===== src/rtl/i2c_endseq_pkg.sv =====
package i2c_endseq_pkg;
  typedef enum logic [3:0] {
    S_IDLE, S_ACK_LOW, S_ACK_WAIT, S_ACK_HIGH,
    S_STP_SDA, S_STP_CNT, S_STP_SCLW, S_STP_SCLH, S_STP_SDAW, S_STP_FIN
  } seqState_t;

  typedef struct packed {
    logic cntLoad;
    logic cntRun;
    logic setIrq;
    logic setStop;
    logic busy;
  } seqStrobe_t;
endpackage


===== src/rtl/i2c_endseq_ctrl.sv =====
module i2c_endseq_ctrl
  import i2c_endseq_pkg::*;
(
  input  logic       clk,
  input  logic       rstN,
  input  logic       ackGo,
  input  logic       ackBit,
  input  logic       stopGo,
  input  logic       sclS,
  input  logic       sdaS,
  input  logic       cntDone,
  output seqStrobe_t strb,
  output logic       sclDrvLow,
  output logic       sdaDrvLow,
  output logic       ackBusy,
  output logic       stopBusy
);
  seqState_t state, nxt;
  logic ackBitL, sclHold;

  always_comb begin
    nxt  = state;
    strb = '0;
    strb.busy = (state != S_IDLE);
    unique case (state)
      S_IDLE: begin
        if (ackGo) begin
          nxt = S_ACK_LOW;
          strb.cntLoad = 1'b1;
        end else if (stopGo) begin
          nxt = S_STP_SDA;
        end
      end
      S_ACK_LOW: begin
        strb.cntRun = 1'b1;
        if (cntDone) nxt = S_ACK_WAIT;
      end
      S_ACK_WAIT: begin
        if (sclS) begin
          nxt = S_ACK_HIGH;
          strb.cntLoad = 1'b1;
        end
      end
      S_ACK_HIGH: begin
        strb.cntRun = 1'b1;
        if (cntDone) begin
          nxt = S_IDLE;
          strb.setIrq = 1'b1;
        end
      end
      S_STP_SDA: begin
        if (!sdaS) begin
          nxt = S_STP_CNT;
          strb.cntLoad = 1'b1;
        end
      end
      S_STP_CNT: begin
        strb.cntRun = 1'b1;
        if (cntDone) nxt = S_STP_SCLW;
      end
      S_STP_SCLW: begin
        if (sclS) begin
          nxt = S_STP_SCLH;
          strb.cntLoad = 1'b1;
        end
      end
      S_STP_SCLH: begin
        strb.cntRun = 1'b1;
        if (cntDone) nxt = S_STP_SDAW;
      end
      S_STP_SDAW: begin
        if (sclS && sdaS) begin
          nxt = S_STP_FIN;
          strb.cntLoad = 1'b1;
          strb.setStop = 1'b1;
        end
      end
      S_STP_FIN: begin
        strb.cntRun = 1'b1;
        if (cntDone) begin
          nxt = S_IDLE;
          strb.setIrq = 1'b1;
        end
      end
      default: nxt = S_IDLE;
    endcase
  end

  always_ff @(posedge clk or negedge rstN) begin
    if (!rstN) begin
      state   <= S_IDLE;
      ackBitL <= 1'b0;
      sclHold <= 1'b0;
    end else begin
      state <= nxt;
      if (state == S_IDLE && ackGo) ackBitL <= ackBit;
      if (state == S_ACK_HIGH && cntDone) sclHold <= 1'b1;
      if (state == S_STP_FIN && cntDone) sclHold <= 1'b0;
    end
  end

  assign ackBusy  = (state == S_ACK_LOW) || (state == S_ACK_WAIT) || (state == S_ACK_HIGH);
  assign stopBusy = (state != S_IDLE) && !ackBusy;
  assign sclDrvLow = (state == S_ACK_LOW) || (state == S_STP_SDA) || (state == S_STP_CNT)
                   || (state == S_IDLE && sclHold);
  assign sdaDrvLow = (ackBusy && !ackBitL) || (state == S_STP_SDA) || (state == S_STP_CNT)
                   || (state == S_STP_SCLW) || (state == S_STP_SCLH);

  // acknowledge start drives the lines from the data bit
  p_ack_start_r2: assert property (@(posedge clk) disable iff (!rstN)
    (state == S_IDLE && ackGo) |=> (ackBusy && sclDrvLow && (sdaDrvLow == !$past(ackBit))));

  // stop start pulls SDA low with SCL low
  p_stop_start_r4: assert property (@(posedge clk) disable iff (!rstN)
    (state == S_IDLE && stopGo && !ackGo) |=> (stopBusy && sdaDrvLow && sclDrvLow));

  // go while busy does not start the other sequence
  p_ignore_go_r9: assert property (@(posedge clk) disable iff (!rstN)
    (stopBusy && ackGo) |=> !ackBusy);
endmodule


===== src/rtl/i2c_endseq_dp.sv =====
module i2c_endseq_dp
  import i2c_endseq_pkg::*;
#(
  parameter int CNT_W  = 8,
  parameter int DATA_W = 8,
  parameter int SYNC_N = 2
) (
  input  logic              clk,
  input  logic              rstN,
  input  seqStrobe_t        strb,
  input  logic [CNT_W-1:0]  reloadVal,
  input  logic              bufWr,
  input  logic [DATA_W-1:0] bufData,
  input  logic              clrFlags,
  input  logic              sclIn,
  input  logic              sdaIn,
  output logic              sclS,
  output logic              sdaS,
  output logic              cntDone,
  output logic              stopSeen,
  output logic              irqFlag,
  output logic              wcolFlag,
  output logic [DATA_W-1:0] bufOut
);
  localparam logic [CNT_W-1:0] CNT_ZERO = '0;

  logic [SYNC_N-1:0] sclSync, sdaSync;
  logic [CNT_W-1:0]  cnt;

  always_ff @(posedge clk or negedge rstN) begin
    if (!rstN) begin
      sclSync <= '1;
      sdaSync <= '1;
    end else begin
      sclSync <= {sclSync[SYNC_N-2:0], sclIn};
      sdaSync <= {sdaSync[SYNC_N-2:0], sdaIn};
    end
  end
  assign sclS = sclSync[SYNC_N-1];
  assign sdaS = sdaSync[SYNC_N-1];

  always_ff @(posedge clk or negedge rstN) begin
    if (!rstN) cnt <= CNT_ZERO;
    else if (strb.cntLoad) cnt <= reloadVal;
    else if (strb.cntRun && cnt != CNT_ZERO) cnt <= cnt - 1'b1;
  end
  assign cntDone = (cnt == CNT_ZERO);

  always_ff @(posedge clk or negedge rstN) begin
    if (!rstN) begin
      irqFlag  <= 1'b0;
      stopSeen <= 1'b0;
      wcolFlag <= 1'b0;
      bufOut   <= '0;
    end else begin
      if (strb.setIrq) irqFlag <= 1'b1;
      else if (clrFlags) irqFlag <= 1'b0;
      if (strb.setStop) stopSeen <= 1'b1;
      else if (clrFlags) stopSeen <= 1'b0;
      if (bufWr && strb.busy) wcolFlag <= 1'b1;
      else if (clrFlags) wcolFlag <= 1'b0;
      if (bufWr && !strb.busy) bufOut <= bufData;
    end
  end

  // counter frozen while neither loading nor running
  p_cnt_frozen_r3: assert property (@(posedge clk) disable iff (!rstN)
    !(strb.cntLoad || strb.cntRun) |=> $stable(cnt));

  // busy write flags collision and keeps the buffer
  p_wcol_r7: assert property (@(posedge clk) disable iff (!rstN)
    (bufWr && strb.busy) |=> (wcolFlag && $stable(bufOut)));

  // interrupt flag sticky without clear
  p_sticky_r8: assert property (@(posedge clk) disable iff (!rstN)
    (irqFlag && !clrFlags) |=> irqFlag);

  // stop-seen only set with both lines sampled high
  p_stopseen_r5: assert property (@(posedge clk) disable iff (!rstN)
    strb.setStop |-> (sclS && sdaS));
endmodule


===== src/rtl/i2c_endseq.sv =====
module i2c_endseq
  import i2c_endseq_pkg::*;
#(
  parameter int CNT_W  = 8,
  parameter int DATA_W = 8
) (
  input  logic              clk,
  input  logic              rstN,
  input  logic [CNT_W-1:0]  reloadVal,
  input  logic              ackGo,
  input  logic              ackBit,
  input  logic              stopGo,
  input  logic              bufWr,
  input  logic [DATA_W-1:0] bufData,
  input  logic              clrFlags,
  input  logic              sclIn,
  input  logic              sdaIn,
  output logic              sclDrvLow,
  output logic              sdaDrvLow,
  output logic              ackBusy,
  output logic              stopBusy,
  output logic              stopSeen,
  output logic              irqFlag,
  output logic              wcolFlag,
  output logic [DATA_W-1:0] bufOut
);
  seqStrobe_t strb;
  logic sclS, sdaS, cntDone;

  i2c_endseq_ctrl uCtrl (
    .clk(clk), .rstN(rstN), .ackGo(ackGo), .ackBit(ackBit), .stopGo(stopGo),
    .sclS(sclS), .sdaS(sdaS), .cntDone(cntDone), .strb(strb),
    .sclDrvLow(sclDrvLow), .sdaDrvLow(sdaDrvLow),
    .ackBusy(ackBusy), .stopBusy(stopBusy)
  );

  i2c_endseq_dp #(.CNT_W(CNT_W), .DATA_W(DATA_W), .SYNC_N(2)) uDp (
    .clk(clk), .rstN(rstN), .strb(strb), .reloadVal(reloadVal),
    .bufWr(bufWr), .bufData(bufData), .clrFlags(clrFlags),
    .sclIn(sclIn), .sdaIn(sdaIn), .sclS(sclS), .sdaS(sdaS),
    .cntDone(cntDone), .stopSeen(stopSeen), .irqFlag(irqFlag),
    .wcolFlag(wcolFlag), .bufOut(bufOut)
  );

  // stop end releases both lines and raises the interrupt
  p_stop_end_r6: assert property (@(posedge clk) disable iff (!rstN)
    $fell(stopBusy) |-> (irqFlag && !sclDrvLow && !sdaDrvLow));
endmodule


===== config.mk =====
export PLATFORM = sky130hd
export DESIGN_NAME = i2c_endseq
export DESIGN_NICKNAME = d
export VERILOG_FILES = /design/src/rtl/i2c_endseq_pkg.sv /design/src/rtl/i2c_endseq_ctrl.sv /design/src/rtl/i2c_endseq_dp.sv /design/src/rtl/i2c_endseq.sv
export SDC_FILE = /design/constraint.sdc
export NUM_CORES = 1
export LEC_CHECK = 0
export BUFFER_PORTS_ARGS = -buffer_cell sky130_fd_sc_hd__buf_2
export CAP_MARGIN = 20
export CORE_AREA = 2 2 55 57
export DETAILED_ROUTE_END_ITERATION = 16
export DIE_AREA = 0 0 57 59
export GPL_TIMING_DRIVEN = 0
export PLACE_DENSITY_LB_ADDON = 0.2
export SETUP_SLACK_MARGIN = 0.4
export SLEW_MARGIN = 20
export SYNTH_ARGS = -nofsm -noshare
export SYNTH_HDL_FRONTEND = slang
export SYNTH_SLANG_ARGS = --single-unit

===== constraint.sdc =====
create_clock -name clk -period 2.5 [get_ports clk]
set_input_delay 0.125 -clock clk [delete_from_list [all_inputs] [get_ports clk]]
set_output_delay 0.125 -clock clk [all_outputs]
set_load 0.01 [all_outputs]

==> results of run 1 <==
[cell usage in the layout (no fill, tap or decap), types with 3 or more instances in the layout]
cell type      instances
nand3b_1               3
nor2_1                 9
nand2b_1               3
a21oi_1                4
nor3_1                 7
dfrtp_1               25
o21ai_0                5
dlygate4sd3_1          3
mux2_2                 9
buf_2                 42
inv_1                 11
clkbuf_4               5
a221o_1                7
dfstp_2                4
or3_1                  3
nand2_1                5
[cell families after synthesis]
family	Yosys count	share of synthesized area, %
buffers and inverters	16	5.159
DFF	29	50.21
adders and majority gates	1	0.8597
muxes	9	6.965
AOI/OAI and AO/OA	31	17.97
and+or+nand+nor	42	17.63
xor gates and xnor gates	2	1.204
[area by class of cell]
type / count / area (um2)
fillers: 221 / 883.3
flip-flops and latches: 29 / 730.7
multi-input cells: 85 / 654.4
repair buffers: 42 / 225.2
clock inverters: 3 / 65.06
inverters: 11 / 41.29
well taps: 31 / 38.79
clock buffers: 5 / 37.54
plain buffers: 5 / 33.78
[worst max-delay path, stage by stage (launching register included)]
cell      delay [ns]
dfrtp_1         0.47
nor4_4          0.52
a211oi_2        0.18
nor3_2          0.31
inv_1           0.10
o221a_1         0.23
[sequential cells by signal, indices dropped and copies added, names as in the netlist]
register	flops
uCtrl.ackBitL	1
uCtrl.sclHold	1
uCtrl.state	4
uDp.bufOut	8
uDp.cnt	8
uDp.irqFlag	1
uDp.sclSync	2
uDp.sdaSync	2
uDp.stopSeen	1
uDp.wcolFlag	1
[stage by stage]
stage          power [W]  hold WS (ns)  worst slack (ns)
3_5_place_dp    0.001203        0.1787            0.5227
6_report        0.001678       0.02063            0.5776
2_1_floorplan   0.001066       -0.1706            0.7734
4_1_cts         0.001687      0.006299            0.4532
5_1_grt         0.001797      0.009555            0.4319
3_3_place_gp    0.001179        0.1679            0.6033
[report_power, final]
| part | total [W] | internal (W) | switching (W) |
|---|---|---|---|
| Sequential | 0.000671 | 0.000565 | 0.000107 |
| Combinational | 0.000534 | 0.000264 | 0.000270 |
| Clock | 0.000473 | 0.000310 | 0.000163 |
| Total | 0.00168 | 0.00114 | 0.000540 |
[worst paths after layout]
check                               start        endpoint  slack (ns)  cells after the start
setup / recovery               uDp.cnt[3]      uDp.cnt[7]        0.58                      5
hold / removal                   clrFlags    uDp.stopSeen        0.02                      2
setup reg to reg               uDp.cnt[3]      uDp.cnt[7]        0.58                      5
hold reg to reg            uDp.sclSync[0]  uDp.sclSync[1]        0.36                      0
min in group asynchronous            rstN     uDp.irqFlag        0.35                      2
max in group asynchronous            rstN   uDp.bufOut[6]        1.73                      2
[what timing repair did]
item,in CTS,in global routing
hold endpoints to repair,27,0
setup endpoints to repair,0,1
resized for setup,0,1
buffers inserted,0,0
hold buffers,3,0
[per-layer routing]
layer | track usage (%) | up-vias | share of wire [%]
li1 | - | 574 | -
met1 | 22.14 | 540 | 43
met2 | 35.30 | 33 | 51
met3 | 5.459 | 4 | 4.8
met4 | 5.980 | 0 | 0.85
met5 | 0 | - | 0
==> flow_metrics.tcl, run 1 <==
set metrics [dict create \
    rsz0062_at_grt "false" \
    drc 0 \
    synth_cell_types 39 \
    core-area_um2 2710 \
    synthFlopType "dfrtp_1" \
    async_reset_ff_share_pct 100.0 \
    syn_inst 130 \
    peakVddDrop_mv 0.7259 \
    ys_seq_area_share_pct 50.21 \
    slew_violations 0 \
    drv_cap 0 \
    criticalPathCategory "register to register" \
    slew_headroom_pct 58.07 \
    grt_pass1_wl_um 5023 \
    ctsRootBufferMaster "clkbuf_4" \
    fin_util_pct 67.41 \
    place_congestion 0.8063 \
    layout.cells.non_filler 211 \
    antenna_cells 0 \
    dp_cells 200 \
    synth_edf_count 0 \
    syn_area_um2 1455 \
    grt_pass1_vias 1191 \
    rows 19 \
    routed_via_density 5.455 \
    clock.fmax_mhz 520.2 \
    overflow 0 \
    yosys_warnings 0 \
    place_area_um2 1689 \
    chipHeight_um 59 \
    cp.required_ns 2.71 \
    avgSynthCellArea_um2 11.19 \
    antenna_found_initial 0 \
    synthesis.nets 156 \
    cp-start-kind "register" \
    synth_top_cell_by_area "dfrtp_1" \
    drive_above_1_share_pct 42.22 \
    fin_nets 205 \
    finalHoldViolCount 0 \
    die_w_um 57 \
    start_util_pct 53.69 \
    dpl.hpwl_um 2155 \
    drt_iter0_drc 26 \
    tightest_slew_ns 0.6290 \
    synth_area_leaders "dfrtp_1, dfstp_2, mux2_2, a221o_1, inv_1" \
    htreeDepth 2 \
    syn_to_final_growth_pct 25.54 \
    dr.pass1.iters 4 \
    ys_top_cells_by_count "dfrtp_1, inv_1, mux2_2, nor2_1" \
    final-setup-viol-count 0 \
    wl_um 2946 \
    cp-end-kind "register" \
    stdcell_area_um2 1827 \
    cts_tree "done" \
    die-area_um2 3363 \
    grt_max_degree 30 \
    route.antenna.remaining_nets 0 \
    p_leak_nw 0.8892 \
    status "finished clean" \
    finalCriticalPeriod_ns 1.922 \
    finalCritPeriodShare_pct 76.90 \
    crit_arrival_ns 2.13 \
    clock_latency_ns 0.32 \
    skew_ns 0.01253 \
    port_buffers 39 \
    cts.sinks 29 \
    drt-wirelength-per-cell_um 13.96 \
    grt_use_total_pct 19.38 \
    vias 1151 \
    hold_path_class "input pin to register" \
    path_clk_slew_ns 0.10 \
    synth_top_area_share_pct 42.99 \
    yosysMostFrequentCell "dfrtp_1" \
    fin_tns_setup_ns 0 \
    power_density_nw_per_um2 918.6 \
    clockBufferDepth 2 \
    num_io_pins 40 \
    crit_path_max_fanout 8 \
    synth_seq_cells 29 \
    cts_inserted_buffers 5 \
]
Note: power is estimated with default switching activity, not from simulation.
==> inputs of run 2 (changes only) <==
- CORE_AREA: 2 2 55 57 -> 2 2 60 62
- DIE_AREA: 0 0 57 59 -> 0 0 62 64
- clock period: 2.5 -> 1.6 ns (I/O delays scaled with it)
==> run 2 against run 1 <==
  * The flow now finishes with violations (negative setup slack)
  * Combinational power grew to 2.7 times the previous value
  * Power increased by 73%
  * First-iteration DRC count grew to 3.0 times the previous value
  * Worst setup slack lost 0.74 ns
  * Core utilization rose by 6.0 points
  * Clock-buffer cell count grew 1
  * Via count increased by 24%
  * Sequential cell count is the same
  * Die area increased by 18%
  * Critical path type unchanged
  * Critical endpoint is now uDp.cnt[5]
==> flow_metrics.tcl, run 2 (synthesized netlist as in run 1, its figures left out) <==
set metrics [dict create \
    cp.required_ns 1.81 \
    reg2reg_from "uCtrl.state[1]" \
    dp_cells 215 \
    hold_path_class "input pin to register" \
    vias 1424 \
    drt-wirelength-per-cell_um 14.80 \
    clock_latency_ns 0.33 \
    criticalPathCategory "register to register" \
    grt_max_degree 30 \
    reg.largest.list "uDp.bufOut: 8 flops, uDp.cnt: 8 flops, uCtrl.state: 4 flops" \
    peakVddDrop_mv 0.6682 \
    port_buffers 39 \
    cp-end-kind "register" \
    slew_headroom_pct 57.22 \
    routed_via_density 5.313 \
    grt_pass1_vias 1461 \
    fin_nets 247 \
    timing.rr.end "uDp.cnt[5]" \
    chipHeight_um 64 \
    core-area_um2 3284 \
    fin_ws_ns -0.1632 \
    finalHoldViolCount 0 \
    htreeDepth 2 \
    power_density_nw_per_um2 1206 \
    wl_met2_um 2060 \
    finalCritPeriodShare_pct 110.2 \
    overflow 0 \
    power_frac_seq_pct 36.7 \
    pwr-share-comb_pct 48.9 \
    path_clk_slew_ns 0.09 \
    pwr-share-clk_pct 14.4 \
    die_w_um 62 \
    wl_met1_um 1650 \
    rows 21 \
    cts_tree "done" \
    crit_slowest_cell "dfrtp_1" \
    crit_top_cell "buf_6" \
    clockBufferDepth 2 \
    num_io_pins 40 \
    ctsRootBufferMaster "clkbuf_4" \
    cts.sinks 29 \
    syn_to_final_growth_pct 65.78 \
    tightest_slew_ns 0.6417 \
    antenna_found_initial 0 \
    wl_um 3967 \
    dpl.hpwl_um 2284 \
    drt_iter0_drc 77 \
    antenna_cells 0 \
    path_delay_family "compound AO/OA/AOI/OAI gates" \
    finalCriticalPeriod_ns 1.763 \
    die-area_um2 3968 \
    layout.cells.non_filler 268 \
    hold_path_end "uDp.cnt[7]" \
    routed.top_layer "met4" \
    cts_inserted_buffers 5 \
    p_leak_nw 1.129 \
    violations "negative setup slack" \
    worstHoldStart "reloadVal[7]" \
    drv_cap 0 \
    rsz0062_at_grt "true" \
    status "finished with violations" \
    fin_tns_setup_ns -1.631 \
    p_sw_w 0.001104 \
    max_stage_delay_ns 0.38 \
    crit_arrival_ns 1.98 \
    dr.pass1.iters 4 \
    regToRegSetupSlack_ns -0.16 \
    skew_ns 0.006351 \
    fin_util_pct 73.45 \
    final-setup-viol-count 17 \
    place_congestion 0.7585 \
    crit_buf_inv 2 \
    route.antenna.remaining_nets 0 \
    slew_violations 0 \
    start_util_pct 44.30 \
    cp-start-kind "register" \
    drc 0 \
    grt_pass1_wl_um 6637 \
    clock.fmax_mhz 567.1 \
    crit_path_max_fanout 5 \
    drive_above_1_share_pct 55.41 \
    final_cell_mix "buf_2, dfrtp_1, dlygate4sd3_1, buf_4, buf_6" \
    reg2reg_depth 6 \
    final_common_cell "buf_2" \
    whs_path_depth 2 \
    route.met3.wl_um 156 \
    grt_use_total_pct 22.62 \
    cell_internal_pwr_w 0.001806 \
    switching_share_pct 37.92 \
    crit_chain "buf_6 -> or3b_4 -> a211oi_4 -> buf_6 -> nor3_4 -> a221o_1" \
    dp_slack_ns -0.2848 \
]
==> run 2: timing repair <==
item | in CTS | in global routing
setup buffers | 19 | 6
hold buffers | 19 | 1
resized for setup | 39 | 22
hold endpoints to repair | 45 | 1
setup endpoints to repair | 28 | 29
pin swaps | 19 | 11
==> run 2: area by class of cell <==
class	count	area, um2
Fill cell	215	872.1
Clock buffer	6	41.29
Buffer	5	52.55
Tap cell	46	57.56
Sequential cell	29	732.0
Timing Repair Buffer	84	626.9
Clock inverter	2	10.01
Inverter	11	41.29
Multi-Input combinational cell	85	850.8
==> run 2: power by group through the flow <==
stage / clock, W / combinational [W] / sequential [W]
final: 0.000419 / 0.00142 / 0.00107
after global placement: 0 / 0.000805 / 0.00106
after detailed placement: 0 / 0.000836 / 0.00107
after CTS: 0.000431 / 0.00124 / 0.00105
after global routing: 0.000483 / 0.00156 / 0.00108
after floorplan: 0 / 0.000643 / 0.00103
==> run 2: routing by layer <==
layer  global-route usage [%]  vias up
met5                        0        -
met4                    9.043        0
met3                    6.883       12
met2                    35.29       42
met1                    28.59      714
li1                         -      656
==> run 2: worst max path at each step <==
| stage | startpoint | to | slack, ns | cells past startpoint |
|---|---|---|---|---|
| floorplan | uCtrl.state[1] | uDp.cnt[1] | -0.06 | 5 |
| detailed placement | uDp.cnt[0] | uDp.cnt[7] | -0.28 | 7 |
| global route | uDp.cnt[3] | uDp.cnt[7] | -0.22 | 6 |
| CTS | uCtrl.state[1] | uDp.cnt[5] | -0.17 | 6 |
| global placement | uDp.cnt[6] | uDp.cnt[7] | -0.23 | 5 |
| finish | uCtrl.state[1] | uDp.cnt[5] | -0.16 | 6 |
==> run 2: through the flow <==
stage | power, W | cell area (um2) | hold WS, ns
after global routing | 0.003121 | 2412 | -0.0008642
final | 0.002910 | 2412 | 0.02827
after floorplan | 0.001677 | 1463 | -0.2156
after global placement | 0.001860 | 1715 | 0.1278
after detailed placement | 0.001902 | 1715 | 0.1461
after CTS | 0.002718 | 2258 | 0.005962
==> inputs of run 3 (changes only) <==
- CORE_AREA: 2 2 60 62 -> 2 2 43 85
- DIE_AREA: 0 0 62 64 -> 0 0 45 87
- GPL_TIMING_DRIVEN: 0 -> unset
==> run 3 against run 2 <==
  * Sequential share of layout area grew 2.0 points
  * Via count shrank 7.0%
  * Global-route usage shrank 1.3 points
  * The flow still finishes with violations (negative setup slack)
  * Clock power grew 84%
  * Highest routed layer unchanged
  * Critical path depth shrank 1
==> flow_metrics.tcl, run 3 (synthesized netlist as in run 1, its figures left out) <==
set metrics [dict create \
    syn_to_final_growth_pct 55.72 \
    fin_tns_setup_ns -0.8396 \
    peakVddDrop_mv 1.089 \
    finalCriticalPeriod_ns 1.726 \
    grt_pass1_vias 1349 \
    violations "negative setup slack" \
    finalCritPeriodShare_pct 107.9 \
    cp.required_ns 1.76 \
    status "finished with violations" \
    htreeDepth 2 \
    p_leak_nw 1.109 \
    chipHeight_um 87 \
    place_congestion 0.8273 \
    rows 30 \
    fin_nets 237 \
    die_w_um 45 \
    fin_ws_ns -0.1256 \
    port_buffers 39 \
    grt_max_degree 30 \
    routed_via_density 5.430 \
    hold_path_class "input pin to register" \
    path_clk_slew_ns 0.06 \
    drv_cap 0 \
    slew_headroom_pct 57.78 \
    wl_um 3775 \
    route.antenna.remaining_nets 0 \
    crit_arrival_ns 1.88 \
    antenna_cells 0 \
    max_stage_delay_ns 0.43 \
    finalHoldViolCount 0 \
    pwr-share-clk_pct 24.0 \
    antenna_found_initial 0 \
    total_power_w 0.003222 \
    power_density_nw_per_um2 1422 \
    cts_tree "done" \
    switching_share_pct 32.97 \
    clock_latency_ns 0.28 \
    grt_use_total_pct 21.35 \
    drt-wirelength-per-cell_um 15.47 \
    path_delay_family "compound AO/OA/AOI/OAI gates" \
    drc 0 \
    pwr-share-comb_pct 43.2 \
    ctsRootBufferMaster "clkbuf_8" \
    crit_buf_inv 1 \
    dpl.hpwl_um 2420 \
    die-area_um2 3915 \
    crit_chain "or3b_4 -> a211oi_4 -> buf_6 -> nor3_4 -> a221o_1" \
    cell_internal_pwr_w 0.002160 \
    crit_slowest_cell "dfrtp_1" \
    core-area_um2 3303 \
    grt_pass1_wl_um 6058 \
    start_util_pct 44.05 \
    cts.sinks 29 \
    drt_iter0_drc 18 \
    reg.largest.list "uDp.bufOut: 8 flops, uDp.cnt: 8 flops, uCtrl.state: 4 flops" \
    p_sw_w 0.001062 \
    rsz0062_at_grt "true" \
    crit_path_max_fanout 6 \
    skew_ns 0.005896 \
    slew_violations 0 \
    cp-end-kind "register" \
    num_io_pins 40 \
    holdWs_ns 0.02768 \
    power_frac_seq_pct 32.8 \
    cp-start-kind "register" \
    clock.fmax_mhz 579.5 \
    final_cell_mix "buf_2, buf_4, dfrtp_1, inv_1, buf_6" \
    clockBufferDepth 2 \
    criticalPathCategory "register to register" \
    overflow 0 \
    vias 1325 \
    final_common_cell "buf_2" \
    tightest_slew_ns 0.6333 \
    dp_slack_ns -0.1904 \
    final-setup-viol-count 8 \
    cts_inserted_buffers 5 \
    drive_above_1_share_pct 58.96 \
    dr.pass1.iters 4 \
]
run 3: worst paths after layout:
path / start / endpoint / slack, ns / cells past startpoint
worst max-delay path: uCtrl.state[1] / uDp.cnt[0] / -0.13 / 5
worst min-delay path: ackBit / uCtrl.ackBitL / 0.03 / 2
worst max register to register: uCtrl.state[1] / uDp.cnt[0] / -0.13 / 5
worst min register to register: uDp.sdaSync[0] / uDp.sdaSync[1] / 0.35 / 0
max in group asynchronous: rstN / uCtrl.state[0] / 0.79 / 2
min in group asynchronous: rstN / uCtrl.state[1] / 0.35 / 2
run 3: layout make-up:
class | instances | area, um2
multi-input combinational | 85 | 799.5
clock inverter | 1 | 30.03
fill | 258 | 1037
clock buffer | 7 | 86.33
timing repair buffer | 79 | 536.8
sequential | 29 | 732.0
inverter | 11 | 41.29
tap | 32 | 40.04
run 3: through the flow:
step	cell area [um2]	utilization (%)	std cells
after floorplan	1463	-	130
after CTS	2237	67.73	243
after global placement	1859	56.29	222
after global routing	2266	68.60	244
after detailed placement	1859	56.29	222
final	2266	68.60	244
run 3: what timing repair did:
action	4_1_cts	5_1_grt
hold buffers	3	0
gates resized for setup	38	7
pin swaps	15	4
buffers inserted	10	1
setup endpoints to repair	28	29
endpoints found under the hold margin	27	0
run 3: per-layer routing:
metal  track usage, %  vias to the layer above  wire, um
li1                 -                      637         -
met1            26.89                      654      1612
met2            33.90                       27      1955
met3            5.394                        7       133
met4            8.824                        0        74
met5                0                        -         0
run 3: worst register-to-register path, stage by stage (launching register included):
cell,delay [ns]
dfrtp_1,0.43
or3b_4,0.41
a211oi_4,0.24
buf_6,0.15
nor3_4,0.06
a221o_1,0.31
run 3: power by group through the flow:
stage / Combinational, W / Clock [W] / Sequential [W]
final: 0.00139 / 0.000772 / 0.00106
after global routing: 0.00152 / 0.000813 / 0.00107
after CTS: 0.00132 / 0.000792 / 0.00105
after detailed placement: 0.00111 / 0 / 0.00104
after global placement: 0.00110 / 0 / 0.00104
after floorplan: 0.000643 / 0 / 0.00103
